==> src/rtl/rdsvc_wdt_pkg.sv <==
package rdsvc_wdt_pkg;

    localparam int unsigned EN_POS  = 0;
    localparam int unsigned EXP_POS = 2;
    localparam int unsigned NUM_CODES = 4;

    typedef struct packed {
        logic en;
    } ctl_t;

endpackage

==> src/rtl/rdsvc_wdt_limit.sv <==
module rdsvc_wdt_limit #(
    parameter int unsigned BASE  = 8,
    parameter int unsigned SHIFT = 1,
    parameter int unsigned CW    = 7
) (
    input  logic [1:0]    sel_i,
    output logic [CW-1:0] limit_o
);
    import rdsvc_wdt_pkg::*;

    logic [CW-1:0] table_w [NUM_CODES];

    for (genvar g = 0; g < NUM_CODES; g++) begin : g_code
        localparam int unsigned LIM = BASE << (SHIFT * g);
        assign table_w[g] = CW'(LIM);
    end

    always_comb begin
        limit_o = table_w[sel_i];
    end

endmodule

==> src/rtl/rdsvc_wdt_count.sv <==
module rdsvc_wdt_count #(
    parameter int unsigned CW = 7
) (
    input  logic          clk,
    input  logic          rst_n,
    input  logic          run_i,
    input  logic          clear_i,
    input  logic [CW-1:0] limit_i,
    output logic          expired_o
);
    typedef struct packed {
        logic [CW-1:0] cnt;
        logic          exp;
    } cnt_st_t;

    cnt_st_t st_d, st_q;

    always_comb begin
        st_d = st_q;
        if (clear_i) begin
            st_d.cnt = '0;
            st_d.exp = 1'b0;
        end else if (!run_i) begin
            st_d.cnt = '0;
        end else if (!st_q.exp) begin
            if (st_q.cnt >= limit_i - CW'(1)) begin
                st_d.exp = 1'b1;
                st_d.cnt = '0;
            end else begin
                st_d.cnt = st_q.cnt + CW'(1);
            end
        end
    end

    always_ff @(posedge clk or negedge rst_n) begin
        if (!rst_n) begin
            st_q <= '0;
        end else begin
            st_q <= st_d;
        end
    end

    assign expired_o = st_q.exp;

endmodule

==> src/rtl/rdsvc_wdt.sv <==
module rdsvc_wdt #(
    parameter int unsigned DW    = 16,
    parameter int unsigned BASE  = 8,
    parameter int unsigned SHIFT = 1
) (
    input  logic          clk,
    input  logic          rst_n,
    input  logic [1:0]    tmo_sel,
    input  logic          rd_en,
    input  logic          wr_en,
    input  logic [DW-1:0] wr_data,
    output logic [DW-1:0] rd_data,
    output logic          sys_rst_o
);
    import rdsvc_wdt_pkg::*;

    localparam int unsigned MAX_LIM = BASE << (SHIFT * (NUM_CODES - 1));
    localparam int unsigned CW      = $clog2(MAX_LIM) + 1;

    ctl_t          ctl_d, ctl_q;
    logic [CW-1:0] limit_w;
    logic          expired_w;

    rdsvc_wdt_limit #(.BASE(BASE), .SHIFT(SHIFT), .CW(CW)) u_limit (
        .sel_i   (tmo_sel),
        .limit_o (limit_w)
    );

    rdsvc_wdt_count #(.CW(CW)) u_count (
        .clk       (clk),
        .rst_n     (rst_n),
        .run_i     (ctl_q.en),
        .clear_i   (rd_en),
        .limit_i   (limit_w),
        .expired_o (expired_w)
    );

    always_comb begin
        ctl_d = ctl_q;
        if (wr_en) begin
            ctl_d.en = wr_data[EN_POS];
        end
    end

    always_ff @(posedge clk or negedge rst_n) begin
        if (!rst_n) begin
            ctl_q <= '0;
        end else begin
            ctl_q <= ctl_d;
        end
    end

    always_comb begin
        rd_data          = '0;
        rd_data[EN_POS]  = ctl_q.en;
        rd_data[EXP_POS] = expired_w;
    end

    assign sys_rst_o = ctl_q.en & expired_w;

endmodule

==> config.mk <==
export PLATFORM = sky130hd
export DESIGN_NAME = rdsvc_wdt
export DESIGN_NICKNAME = d
export VERILOG_FILES = /design/src/rtl/rdsvc_wdt_pkg.sv /design/src/rtl/rdsvc_wdt_limit.sv /design/src/rtl/rdsvc_wdt_count.sv /design/src/rtl/rdsvc_wdt.sv
export SDC_FILE = /design/constraint.sdc
export NUM_CORES = 1
export LEC_CHECK = 0
export ABC_AREA = 1
export BUFFER_PORTS_ARGS = -buffer_cell sky130_fd_sc_hd__buf_4
export CAP_MARGIN = 20
export CORE_MARGIN = 4
export CORE_UTILIZATION = 44
export CTS_CLUSTER_SIZE = 28
export DETAILED_ROUTE_END_ITERATION = 6
export HOLD_SLACK_MARGIN = 0.06
export PLACE_DENSITY = 0.87
export SETUP_SLACK_MARGIN = 0.3
export SKIP_CTS_REPAIR_TIMING = 1
export SLEW_MARGIN = 20
export SYNTH_ARGS = -nofsm -noshare
export SYNTH_HDL_FRONTEND = slang
export SYNTH_SLANG_ARGS = --single-unit
==> constraint.sdc <==
create_clock -name clk -period 2 [get_ports clk]
set_clock_uncertainty 0.05 [all_clocks]
set_input_delay 0.3 -clock clk [delete_from_list [all_inputs] [get_ports clk]]
set_output_delay 0.3 -clock clk [all_outputs]
set_load 0.02 [all_outputs]
* Yosys cells after proc, flatten, opt, wreduce, memory -nomap -nowiden
Index checks and enable logic that the tools add are counted.
Storage, ports and cells: bits in registers 9, bits in latches 0, bits in writable memories 0, ROM bits 0, bits of input ports 22, output and inout port bits 17, word-level logic and storage cells 20, memories kept 0
Cells by class: add/subtract/negate cells 2, $mul 0, div/mod/pow operators 0, magnitude comparators 2, equality and inequality tests 1, shifts and indexed selects 0, mux-type cells 9, bitwise gates (word level) 2, reductions and logical operators 1
Operators by type and width (count):
- 2-to-1 mux 7 bit | 4
- 2-to-1 mux 8 bit | 2
- binary-select mux 7 bit (select 2 bit) | 1
- adder 7 x 1 -> 7 bit (second input constant) | 1
- >= comparator 7 bit | 1
- subtractor 7 x 1 -> 7 bit (second input constant) | 1
- >= comparator 3 bit (second input constant) | 1
- inequality test 3 bit (second input constant) | 1
- inverter 2 -> 3 bit | 1
- 2-to-1 mux 1 bit | 2
- nonzero test 2 bit | 1
- AND 1 bit | 1

* Depth between registers and ports, before layout
depth after elaboration 10, gate-level depth with buffers 9, depth with buffers taken out 9

* Cells and area by module
From an unflattened synthesis, not the netlist that was laid out.
Second synthesis, totals: cells, all modules 134, area total of the unflattened synthesis 934.6 sq um
Modules (own cells, without submodules):
- rdsvc_wdt_count | instances 1, cells each 99, area an instance 710.7 sq um, seq. area each 200.2 sq um
- rdsvc_wdt | instances 1, cells each 24, area an instance 171.4 sq um, seq. area each 25.0 sq um
- rdsvc_wdt_limit | instances 1, cells each 11, area an instance 52.6 sq um, seq. area each 0.0 sq um

* Worst setup path after synthesis
OpenSTA, ideal clock, no wires.
path type register -> register, start reg u_count.st_q[5] (netlist bit), end reg u_count.st_q[1] (netlist bit), library setup time 0.073 ns, arrival time 1.257 ns, required time 1.877 ns, setup slack 0.620 ns, stages on the path, launching flop included 9, clock period less this slack 1.380 ns, cell sequence dfrtp_1 > ha_1 > nand2_1 > nand2_1 > nand2_1 > nand2_2 > nor2_8 > nand3_2 > a21oi_2
On the way: longest elaborated chain between the ends 5
RTL lines:
- start, declared | line rdsvc_wdt_count.sv:16 | cnt_st_t st_d, st_q;
- start signal, assigned | line rdsvc_wdt_count.sv:39 | st_q <= st_d;
- >= comparator 7 bit | line rdsvc_wdt_count.sv:26 | if (st_q.cnt >= limit_i - CW'(1)) begin
- 2-to-1 mux 7 bit | line rdsvc_wdt_count.sv:26
- 2-to-1 mux 8 bit | line rdsvc_wdt_count.sv:25 | end else if (!st_q.exp) begin
- 2-to-1 mux 7 bit | line rdsvc_wdt_count.sv:23 | end else if (!run_i) begin
- 2-to-1 mux 8 bit | line rdsvc_wdt_count.sv:20 | if (clear_i) begin
No other way between the ends. The select of a mux whose other input is x is not followed. A chain may end at the register's enable or synchronous reset.

* Final worst setup path
start reg u_count.st_q[5] (netlist bit), end reg u_count.st_q[6] (netlist bit)
On the way: longest elaborated chain between the ends 5, elaborated cells on any way between the ends 6, those cells by class add/sub: 1; order compare: 1; mux: 4
RTL lines (line):
- adder 7 x 1 -> 7 bit or >= comparator 7 bit (tied branches) | rdsvc_wdt_count.sv:30, rdsvc_wdt_count.sv:26
- 2-to-1 mux 7 bit (*) | rdsvc_wdt_count.sv:26
- 2-to-1 mux 8 bit (*) | rdsvc_wdt_count.sv:25
- 2-to-1 mux 7 bit (*) | rdsvc_wdt_count.sv:23
- 2-to-1 mux 8 bit (*) | rdsvc_wdt_count.sv:20
Mark *: on every way between the ends. The rest lies on a longest branch, timed or not. The select of a mux whose other input is x is not followed.

==> impl_summary.md <==
Synth
The share of synthesized area in the top cell type comes to 0.288. The cell taking the most area after synthesis is sky130_fd_sc_hd__dfrtp_1. The cell count after synthesis came out at 102. The Yosys step of the flow raised 0 warnings. By area the synthesized netlist is led by sky130_fd_sc_hd__dfrtp_1 29%, sky130_fd_sc_hd__buf_4 15%, sky130_fd_sc_hd__nand2_1 8.2%, sky130_fd_sc_hd__ha_1 8.0%, sky130_fd_sc_hd__a21oi_1 5.8%. The share of the yosys chip area belonging to registers is 0.288. After synthesis, the mean cell area works out to 7.67 sq um.

The flop and latch count out of synthesis is 9. The netlist area before placement is between 700 and 800 sq um. Synthesis instantiated 23 different standard cells from the library.

Pwr
The power density relative to cell area is 565 nW/um^2. The maximum VDD drop is about 0.4 mV. The total power consumption of the routed design is 0.471 mW. The standby leakage power is 0.445 nW.

Clocking
The number of buffers on the longest clock path is 2. The CTS tree is built. Clock latency on the worst-skew pair, taken at its later pin, is 0.26 ns. CTS built an H-tree with a depth of 1. The clock slew seen by the registers of the worst setup and hold paths is roughly 0.06 ns. The number of buffers created by CTS is 3. The tree is rooted in a sky130_fd_sc_hd__clkbuf_4. For this design, the sink count on the clock tree is 9.

Timing
The final number of max-transition violations is 0. The count of final hold-check violations is 0. Counting I/O delays and the setup requirement, the final critical path takes approximately 1.5 ns. The summed negative setup slack over all endpoints is 0 ns.

The highest attainable clock frequency is 0.655 GHz. The post-route clock period utilization is 0.763. Setup repair after global routing left no endpoint under its margin. The final setup violation count is 0.

Run status
The flow ran to the end, and the final reports show no timing, DRC or antenna violations.

Finish
After the last flow step, the layout net total stands at 140. The finished cells cover 833 sq um. The number of antenna diodes in the final layout is 0. The finished layout holds around 140 standard cells, fillers aside.

Of the cells placed in the final design, the portion with a size suffix greater than 1 is 0.250. The fraction of the core area covered by cells at the end of the flow is 0.523. Compared with the post-synthesis result, the final layout area differs by 6.56%.

Routing
Using the TritonRoute via totals, the vias-per-cell ratio works out to around 4.5. The detail route stage leaves a number of antenna-violating nets equal to 0. The number of vias in the routed layout is 607. The final wirelength is around 1.3 mm. Dividing the detail-routed wire length by the instance count gives 9.68 um.

The pre-antenna-repair detailed-routing pass consisted of 4 iterations. After the first detailed-routing iteration, the DRC count stood at 3. The number of design rule violations left after detail routing is 0.

Setup path
The most prevalent standard cell on the critical path is sky130_fd_sc_hd__nand2_1. The category of the most critical setup path is flip-flop to flip-flop. The cell type of the slowest stage on the worst timing path is sky130_fd_sc_hd__dfrtp_1. The arrival time of data at the critical path endpoint is 1.66 ns. Walking the worst path, the cells encountered are ha_1 > nand2_1 > nand2_1 > nand2_1 > nand2_2 > nor2_8 > nand3_1 > a21oi_1. The worst stage delay on the critical path is 0.42 ns.

STA classifies the critical path endpoint as a flip-flop. The worst setup path is launched from a flip-flop. The combined buffer and inverter count along the critical path is 0.

The critical path data required time is 2.13 ns. The kind of cell adding the most delay to the critical path is simple AND/OR/NAND/NOR gates. The top fanout value on the critical path is 7.

Global routing
The maximum number of pins on one net before global-route repair is 12. The number of global-route vias before repair was ~570. The number of antenna violations at the first check in global routing was 0.

The wire length of the first global-routing pass is about 2.1 mm. In the global route stage, overall resource usage came out at 0.111. After global routing the overflow that remains totals 0.

Place
The number of buffer cells added on primary ports is 9. The number of cells after detailed placement is about 130. In this run the cell area measured after placement is 797 sq um.

Detailed placement ended at an HPWL of 1.05 mm. The final estimated routing congestion in global placement is 0.820.

Floorplan
The die span in y is 50.2 um. The number of primary I/O pins is 39. The floorplan step defined a die boundary enclosing approximately 2500 sq um. The width of the die is 50.2 um. The floorplan has 14 rows. The area of the core is 1590 sq um. The initial core utilization is 0.491.

Run
Across the run, the number of max-cap violations was 0.

Worst hold path
The path class of the tightest hold or removal check is input port to flip-flop.
Yosys cell counts:
cell,number
sky130_fd_sc_hd__conb_1,2
sky130_fd_sc_hd__dfrtp_1,9
sky130_fd_sc_hd__clkinv_1,1
sky130_fd_sc_hd__ha_1,5
sky130_fd_sc_hd__nor2_8,1
sky130_fd_sc_hd__a21oi_2,2
sky130_fd_sc_hd__o21ai_0,1
sky130_fd_sc_hd__o21ai_2,1
sky130_fd_sc_hd__nor2_4,1
sky130_fd_sc_hd__o21bai_1,1
sky130_fd_sc_hd__inv_2,4
sky130_fd_sc_hd__a21oi_1,9
sky130_fd_sc_hd__buf_6,1
sky130_fd_sc_hd__o21ai_1,1
sky130_fd_sc_hd__nand2_2,4
sky130_fd_sc_hd__nand3_2,2
sky130_fd_sc_hd__nand3_1,6
sky130_fd_sc_hd__o22ai_1,1
sky130_fd_sc_hd__o21bai_2,1
sky130_fd_sc_hd__inv_1,11
sky130_fd_sc_hd__nor2_1,5
sky130_fd_sc_hd__buf_4,16
sky130_fd_sc_hd__nand2_1,17
layout by cell type, fill, tap and decap left out:
cell type / count
sky130_fd_sc_hd__inv_1: 11
sky130_fd_sc_hd__clkinv_1: 1
sky130_fd_sc_hd__nor2_1: 5
sky130_fd_sc_hd__nand3_2: 2
sky130_fd_sc_hd__a21oi_2: 2
sky130_fd_sc_hd__inv_2: 4
sky130_fd_sc_hd__o21ai_0: 1
sky130_fd_sc_hd__nor2_4: 1
sky130_fd_sc_hd__o21bai_2: 1
sky130_fd_sc_hd__clkbuf_4: 3
sky130_fd_sc_hd__o21ai_1: 1
sky130_fd_sc_hd__conb_1: 15
sky130_fd_sc_hd__nand2_2: 4
sky130_fd_sc_hd__nand3_1: 6
sky130_fd_sc_hd__nor2_8: 1
sky130_fd_sc_hd__clkbuf_1: 1
sky130_fd_sc_hd__o22ai_1: 1
sky130_fd_sc_hd__buf_4: 9
sky130_fd_sc_hd__o21ai_2: 1
sky130_fd_sc_hd__dfrtp_1: 9
sky130_fd_sc_hd__dlygate4sd3_1: 1
sky130_fd_sc_hd__ha_1: 5
sky130_fd_sc_hd__o21bai_1: 1
sky130_fd_sc_hd__nand2_1: 17
sky130_fd_sc_hd__a21oi_1: 9
kinds of logic after synthesis:
logic type / after synthesis / share of synthesized area
adder cells (fa/ha/maj): 5 / 0.0800
AND/OR/NAND/NOR: 36 / 0.242
buffers and inverters: 33 / 0.245
flip-flops: 9 / 0.288
other: 2 / 0.00960
AO/OA/AOI/OAI: 17 / 0.136
layer usage:
| layer | track usage | wire length, um | vias to the layer above |
|---|---|---|---|
| li1 | - | - | 308 |
| met1 | 0.112 | 531 | 276 |
| met2 | 0.198 | 679 | 18 |
| met3 | 0.0266 | 71 | 5 |
| met4 | 0.0829 | 34 | 0 |
| met5 | 0 | 0 | - |
worst paths after layout:
path,slack (ns),startpoint,cells after the start,endpoint
setup / recovery,0.47,u_count.st_q[5]$_DFFE_PN0P_,8,u_count.st_q[6]$_DFFE_PN0P_
hold / removal,0.20,wr_en,2,ctl_q$_DFFE_PN0P_
setup reg to reg,0.47,u_count.st_q[5]$_DFFE_PN0P_,8,u_count.st_q[6]$_DFFE_PN0P_
hold reg to reg,0.52,u_count.st_q[2]$_DFFE_PN0P_,2,u_count.st_q[2]$_DFFE_PN0P_
max in group asynchronous,1.43,rst_n,2,u_count.st_q[1]$_DFFE_PN0P_
min in group asynchronous,0.34,rst_n,2,u_count.st_q[5]$_DFFE_PN0P_
final cells by class:
| cell class | instances | area [sq um] |
|---|---|---|
| fill | 153 | 761 |
| multi-input combinational | 73 | 414 |
| sequential | 9 | 225 |
| timing repair buffer | 10 | 77.6 |
| inverter | 16 | 60.1 |
| tap | 24 | 30.0 |
| clock buffer | 4 | 26.3 |
registers in the layout (all words and copies together) (netlist names):
register and count:
u_count.st_q 7, u_count.expired_o 1, ctl_q 1
power breakdown:
group          switching (mW)  total (mW)  internal [mW]
Combinational          0.0730       0.112         0.0395
Sequential             0.0163       0.213          0.196
Clock                  0.0683       0.145         0.0771
Total                   0.158       0.471          0.313
worst reg2reg max path, stage by stage, from the launching register on:
cell	delay, ns
sky130_fd_sc_hd__dfrtp_1	0.42
sky130_fd_sc_hd__ha_1	0.33
sky130_fd_sc_hd__nand2_1	0.06
sky130_fd_sc_hd__nand2_1	0.04
sky130_fd_sc_hd__nand2_1	0.06
sky130_fd_sc_hd__nand2_2	0.08
sky130_fd_sc_hd__nor2_8	0.16
sky130_fd_sc_hd__nand3_1	0.08
sky130_fd_sc_hd__a21oi_1	0.16
per-stage QoR:
step	hold WS [ns]	setup WS [ns]
after floorplan	-0.0456	0.620
after global placement	0.0765	0.500
after detailed placement	0.0816	0.478
after CTS	-0.206	0.473
after global routing	0.206	0.375
final	0.199	0.474
(Power assumes the default switching activity.)
